**src/rtl/id_select_pkg.sv**
```systemverilog
package id_select_pkg;
  typedef enum logic [2:0] {
    ST_CODE,
    ST_SEND,
    ST_MATCH,
    ST_SEL,
    ST_DEAD
  } sel_state_e;

  localparam logic [7:0] CODE_READ_ID  = 8'h33;
  localparam logic [7:0] CODE_MATCH_ID = 8'h55;
  localparam logic [7:0] CODE_SKIP_ID  = 8'hCC;
endpackage

```
**src/rtl/id_select_shift.sv**
```systemverilog
module id_select_shift #(
  parameter int W = 8
) (
  input  logic         clk_i,
  input  logic         rst_ni,
  input  logic         en_i,
  input  logic         bit_i,
  output logic [W-1:0] nxt_o
);
  logic [W-1:0] q;

  // lsb-first: the newest bit enters at the top
  assign nxt_o = {bit_i, q[W-1:1]};

  always_ff @(posedge clk_i or negedge rst_ni) begin
    if (!rst_ni)   q <= '0;
    else if (en_i) q <= nxt_o;
  end
endmodule

```
**src/rtl/id_select_cnt.sv**
```systemverilog
module id_select_cnt #(
  parameter int N = 64,
  localparam int CW = $clog2(N)
) (
  input  logic          clk_i,
  input  logic          rst_ni,
  input  logic          clr_i,
  input  logic          inc_i,
  output logic [CW-1:0] idx_o
);
  always_ff @(posedge clk_i or negedge rst_ni) begin
    if (!rst_ni)     idx_o <= '0;
    else if (clr_i)  idx_o <= '0;
    else if (inc_i)  idx_o <= idx_o + 1'b1;
  end
endmodule

```
**src/rtl/id_select.sv**
```systemverilog
module id_select
  import id_select_pkg::*;
#(
  parameter int ID_W = 64,
  parameter int CODE_W = 8,
  parameter logic [CODE_W-1:0] CODE_READ  = CODE_READ_ID,
  parameter logic [CODE_W-1:0] CODE_MATCH = CODE_MATCH_ID,
  parameter logic [CODE_W-1:0] CODE_SKIP  = CODE_SKIP_ID
) (
  input  logic            clk_i,
  input  logic            rst_ni,
  input  logic            bus_reset_i,
  input  logic            wr_valid_i,
  input  logic            wr_bit_i,
  input  logic            rd_req_i,
  output logic            rd_bit_o,
  input  logic [ID_W-1:0] id_word_i,
  output logic            selected_o,
  output logic            handoff_o
);
  localparam int CNT_W = $clog2(ID_W);
  localparam logic [CNT_W-1:0] CODE_LAST = CNT_W'(CODE_W - 1);
  localparam logic [CNT_W-1:0] ID_LAST   = CNT_W'(ID_W - 1);

  sel_state_e        st_q, st_d;
  logic [CNT_W-1:0]  idx;
  logic              cnt_clr, cnt_inc, shift_en;
  logic [CODE_W-1:0] code_nxt;
  logic              handoff_q;

  id_select_shift #(.W(CODE_W)) u_shift (
    .clk_i  (clk_i),
    .rst_ni (rst_ni),
    .en_i   (shift_en),
    .bit_i  (wr_bit_i),
    .nxt_o  (code_nxt)
  );

  id_select_cnt #(.N(ID_W)) u_cnt (
    .clk_i  (clk_i),
    .rst_ni (rst_ni),
    .clr_i  (cnt_clr),
    .inc_i  (cnt_inc),
    .idx_o  (idx)
  );

  always_comb begin
    st_d     = st_q;
    cnt_clr  = 1'b0;
    cnt_inc  = 1'b0;
    shift_en = 1'b0;
    if (bus_reset_i) begin
      st_d    = ST_CODE;
      cnt_clr = 1'b1;
    end else begin
      unique case (st_q)
        ST_CODE: if (wr_valid_i) begin
          shift_en = 1'b1;
          if (idx == CODE_LAST) begin
            cnt_clr = 1'b1;
            if (code_nxt == CODE_READ)       st_d = ST_SEND;
            else if (code_nxt == CODE_MATCH) st_d = ST_MATCH;
            else if (code_nxt == CODE_SKIP)  st_d = ST_SEL;
            else                             st_d = ST_DEAD;
          end else begin
            cnt_inc = 1'b1;
          end
        end
        ST_SEND: if (rd_req_i) begin
          if (idx == ID_LAST) begin
            cnt_clr = 1'b1;
            st_d    = ST_SEL;
          end else begin
            cnt_inc = 1'b1;
          end
        end
        ST_MATCH: if (wr_valid_i) begin
          if (wr_bit_i != id_word_i[idx]) begin
            cnt_clr = 1'b1;
            st_d    = ST_DEAD;
          end else if (idx == ID_LAST) begin
            cnt_clr = 1'b1;
            st_d    = ST_SEL;
          end else begin
            cnt_inc = 1'b1;
          end
        end
        default: ;
      endcase
    end
  end

  always_ff @(posedge clk_i or negedge rst_ni) begin
    if (!rst_ni) begin
      st_q      <= ST_CODE;
      handoff_q <= 1'b0;
    end else begin
      st_q      <= st_d;
      handoff_q <= (st_d == ST_SEL) && (st_q != ST_SEL);
    end
  end

  assign rd_bit_o   = (st_q == ST_SEND) ? id_word_i[idx] : 1'b1;
  assign selected_o = (st_q == ST_SEL);
  assign handoff_o  = handoff_q;
endmodule

```
**config.mk**
```make
export PLATFORM = sky130hd
export DESIGN_NAME = id_select
export DESIGN_NICKNAME = d
export VERILOG_FILES = /design/src/rtl/id_select_pkg.sv /design/src/rtl/id_select_shift.sv /design/src/rtl/id_select_cnt.sv /design/src/rtl/id_select.sv
export SDC_FILE = /design/constraint.sdc
export NUM_CORES = 1
export LEC_CHECK = 0
export BUFFER_PORTS_ARGS = -buffer_cell sky130_fd_sc_hd__clkbuf_2
export CAP_MARGIN = 0
export CORE_ASPECT_RATIO = 0.5
export CORE_UTILIZATION = 48
export CTS_CLUSTER_DIAMETER = 100
export DETAILED_ROUTE_END_ITERATION = 8
export GPL_TIMING_DRIVEN = 0
export PLACE_DENSITY = 0.9
export SYNTH_ARGS = -nofsm -noshare
export SYNTH_HDL_FRONTEND = slang
export SYNTH_SLANG_ARGS = --single-unit
```
**constraint.sdc**
```tcl
create_clock -name clk_i -period 3.41 [get_ports clk_i]
set_input_delay 0.1705 -clock clk_i [delete_from_list [all_inputs] [get_ports clk_i]]
set_output_delay 0.1705 -clock clk_i [all_outputs]
set_load 0.02 [all_outputs]
```
==> metrics <==
area after detailed placement roughly 2100 um^2; data required time of the critical path 3.53 ns; number of cell instances on the worst register-to-register path 9; series of cell instances along the critical path buf_2, buf_1, mux4_2, a211o_1, a32o_2, nand2_2, xnor2_2, o41a_1, a2111oi_2; first-pass iteration count of the detailed router 5; final worst slack between 0.3 and 0.4 ns; sinks on the clock net 17; signed area change from the synthesized netlist to the final layout 27.8%; Ports 73; Worst Path Class, Setup reg -> reg; min-delay src bus_reset_i; # rows 14; register share of total power around two fifths; Die Y around 44 um; hold violation total from the final report 0; total of cells resized after clock tree synthesis 0; fraction of final layout cells with drive strength greater than 1 around 45%; via count approximately 1,800; overall routing resource usage approximately a quarter; port buffer count 72; Hold Buf Count CTS 1; area share of the leading cell type in the synthesized netlist between 20 and 25%; Clk network pwr share a little under a quarter; number of levels in the clock H-tree 1; CP max stage delay 0.45 ns; synthesized area per cell 9.92 um^2; Tot Pwr ~650 uW; number of diodes 0; net switching share of the total power between 30 and 40%; Overflow after GRT 0; setup repair after global routing missed its margin false; achievable frequency between 300 and 400 MHz; Total Negative Setup Slacks 0 ns; chip width ~87 um; detailed-route wire length per cell roughly 16 um; class of the tightest hold or removal check in -> reg; most common cell after layout, fill and taps aside sky130_fd_sc_hd__clkbuf_2; Routed WL between 4 and 5 mm; critical register-to-register path endpoint handoff_o$_DFF_PN0_; CTS tree built; asr flop ratio synth 100%; standby leakage power 0.969 nW; number of DRC markers in iteration 0 a little over 200; largest fanout of any net on the critical path 10; number of flops mapped to enable cells by yosys 0; MaxCap Viol Count 0; cell with the biggest individual delay on the critical path sky130_fd_sc_hd__buf_1; Pins Over Slew Limit 0; actual transition at the worst max-transition pin just under 0.9 ns; P_int 451 uW; post-synthesis instance area around 1700 um^2; Core Footprint approximately 3200 um^2; vias per cell 6.02; most frequent cells in the layout sky130_fd_sc_hd__clkbuf_2, sky130_fd_sc_hd__dfrtp_1, sky130_fd_sc_hd__mux2_2; crit path capture type flop; Detail Route Antenna Nets 0; cell taking the most area after synthesis sky130_fd_sc_hd__dfrtp_1; launching point of the worst reg2reg path u_cnt.idx_o[1]$_DFFE_PN0P_; total power divided by cell area just under 300 nW/um^2; FILL cells 250; WP data arrival 3.20 ns; total clock buffers created by CTS 3; total net switching power approximately 200 uW; Layout Cell Area excl Fill approximately 2200 um^2; worst relative slew slack 40.0%; effective utilization at floorplan 53.6%; area of the die 3830 um^2; hold path endpoint st_q[0]$_DFF_PN0_; global-route wire length before repair 7.65 mm; placement-stage worst setup slack around 0.41 ns; post-synthesis net count between 200 and 250; remaining routing DRC violations 0; placer congestion estimate roughly 0.89; Syn Inst Count 173; register-to-register setup slack 0.33 ns; worst-case clock skew slightly below 0.0008 ns; fraction of the yosys area taken by sequential cells roughly a quarter; post-CTS clock slew at the launch and capture registers of the worst setup and hold paths ~0.070 ns; clk root buf sky130_fd_sc_hd__clkbuf_8; Setup Viol. Count Final 0; number of global-route vias before repair roughly 1,800; antenna violations before repair 0; Critical Path Start Type flop; IR Drop Worst-Case VDD 0.215 mV; FF+latch count, synth 17; worst hold stages 2; post-layout minimum cycle time ~3.1 ns; result of the run finished, final reports clean; Clock Latency Late Sink between 0.2 and 0.3 ns; Net count, final roughly 320; DPL Wire Length between 3 and 4 mm; count of yosys warnings during synthesis 0; distinct cell type count of the synthesized netlist slightly above 50; Bufs on Longest Clock Path 2; main area contributors after synthesis sky130_fd_sc_hd__dfrtp_1, sky130_fd_sc_hd__mux4_2, sky130_fd_sc_hd__mux2_2; prevailing post-synth register cell sky130_fd_sc_hd__dfrtp_1; Setup Fix Bufs, Post-CTS 0; relative contribution of combinational cells to total power 34.8%; share of the clock period used by the worst path between 90% and 100%; maximum number of pins on one net before global-route repair 18
[power by group through the flow]
stage               clock (mW)  combinational, mW  sequential, mW
finish                   0.151              0.228           0.275
global route             0.164              0.248           0.276
CTS                      0.155              0.228           0.272
detailed placement           0              0.225           0.273
global placement             0              0.216           0.270
floorplan                    0              0.156           0.263
[how the worst max path moves through the flow]
stage / to / slack (ns) / start
after global placement: u_cnt.idx_o[1]$_DFFE_PN0P_ / 0.53 / u_cnt.idx_o[1]$_DFFE_PN0P_
after floorplan: u_cnt.idx_o[5]$_DFFE_PN0P_ / 0.79 / u_cnt.idx_o[1]$_DFFE_PN0P_
after global routing: handoff_o$_DFF_PN0_ / 0.23 / u_cnt.idx_o[1]$_DFFE_PN0P_
final: handoff_o$_DFF_PN0_ / 0.33 / u_cnt.idx_o[1]$_DFFE_PN0P_
after detailed placement: handoff_o$_DFF_PN0_ / 0.41 / u_cnt.idx_o[1]$_DFFE_PN0P_
after CTS: handoff_o$_DFF_PN0_ / 0.40 / u_cnt.idx_o[1]$_DFFE_PN0P_
[cells in the mapped netlist (2+ instances only)]
master                      count
sky130_fd_sc_hd__nor3_1         7
sky130_fd_sc_hd__a2111oi_2      2
sky130_fd_sc_hd__a21o_1         2
sky130_fd_sc_hd__mux4_1         4
sky130_fd_sc_hd__nand3_1        8
sky130_fd_sc_hd__dfrtp_1       17
sky130_fd_sc_hd__a211oi_1       2
sky130_fd_sc_hd__buf_6          2
sky130_fd_sc_hd__mux4_2         8
sky130_fd_sc_hd__clkbuf_1       3
sky130_fd_sc_hd__nor2_1        13
sky130_fd_sc_hd__a21oi_1        7
sky130_fd_sc_hd__nor2b_1        4
sky130_fd_sc_hd__buf_2          2
sky130_fd_sc_hd__a31oi_1        3
sky130_fd_sc_hd__and2_1         5
sky130_fd_sc_hd__nand2b_1       7
sky130_fd_sc_hd__mux2_2        15
sky130_fd_sc_hd__mux2i_1        4
sky130_fd_sc_hd__buf_1          2
sky130_fd_sc_hd__nand2_1       10
sky130_fd_sc_hd__o21ai_0        7
sky130_fd_sc_hd__a2111oi_0      2
sky130_fd_sc_hd__nand4_1        2
sky130_fd_sc_hd__and3_1         3
sky130_fd_sc_hd__nor3b_1        3
sky130_fd_sc_hd__inv_1          3
sky130_fd_sc_hd__xor2_1         3
[layer usage]
metal  share of wire [%]  wire (um)  track usage (%)
met1                  37       1780             28.5
met2                  53       2530             52.4
met3                 7.7        367             4.85
met4                 2.1        101             9.33
met5                   0          0                0
[per-stage QoR]
step | util [%] | hold slack, ns | instances
global route | 68.4 | 0.195 | 298
floorplan | - | -0.125 | 173
global placement | 66.7 | 0.120 | 293
finish | 68.4 | 0.195 | 298
detailed placement | 66.7 | 0.129 | 293
CTS | 68.4 | 0.186 | 298
[worst max-delay path: cells and delay by family (launching register included)]
kind / cells / cell delay, ns
AO/OA/AOI/OAI: 4 / 1.33
multiplexers: 1 / 0.38
flip-flops: 1 / 0.35
buffers and inverters: 2 / 0.66
XOR/XNOR: 1 / 0.10
AND/OR/NAND/NOR: 1 / 0.11
[sequential cells by signal (all words and copies together), names as in the netlist]
name         flops
handoff_o        1
u_cnt.idx_o      6
u_shift.q        7
st_q             3
[kinds of logic after synthesis]
| kind of cell | count (synthesis) | synth area share [%] |
|---|---|---|
| AOI/OAI and AO/OA | 36 | 16.2 |
| xor gates and xnor gates | 5 | 2.99 |
| adders and majority gates | 1 | 0.729 |
| buffers and inverters | 12 | 3.64 |
| DFF | 17 | 24.8 |
| muxes | 32 | 29.4 |
| and+or+nand+nor | 70 | 22.2 |
[layout make-up]
type / instances / area, um^2 / share of cell area, %
Tap cell: 48 / 60.1 / 2.74
Sequential cell: 17 / 425 / 19.4
Clock inverter: 1 / 5.00 / 0.228
Clock buffer: 3 / 41.3 / 1.88
Multi-Input combinational cell: 144 / 1230 / 56.0
Timing Repair Buffer: 73 / 370 / 16.9
Inverter: 3 / 11.3 / 0.513
Buffer: 9 / 51.3 / 2.34
(Power assumes the default switching activity.)
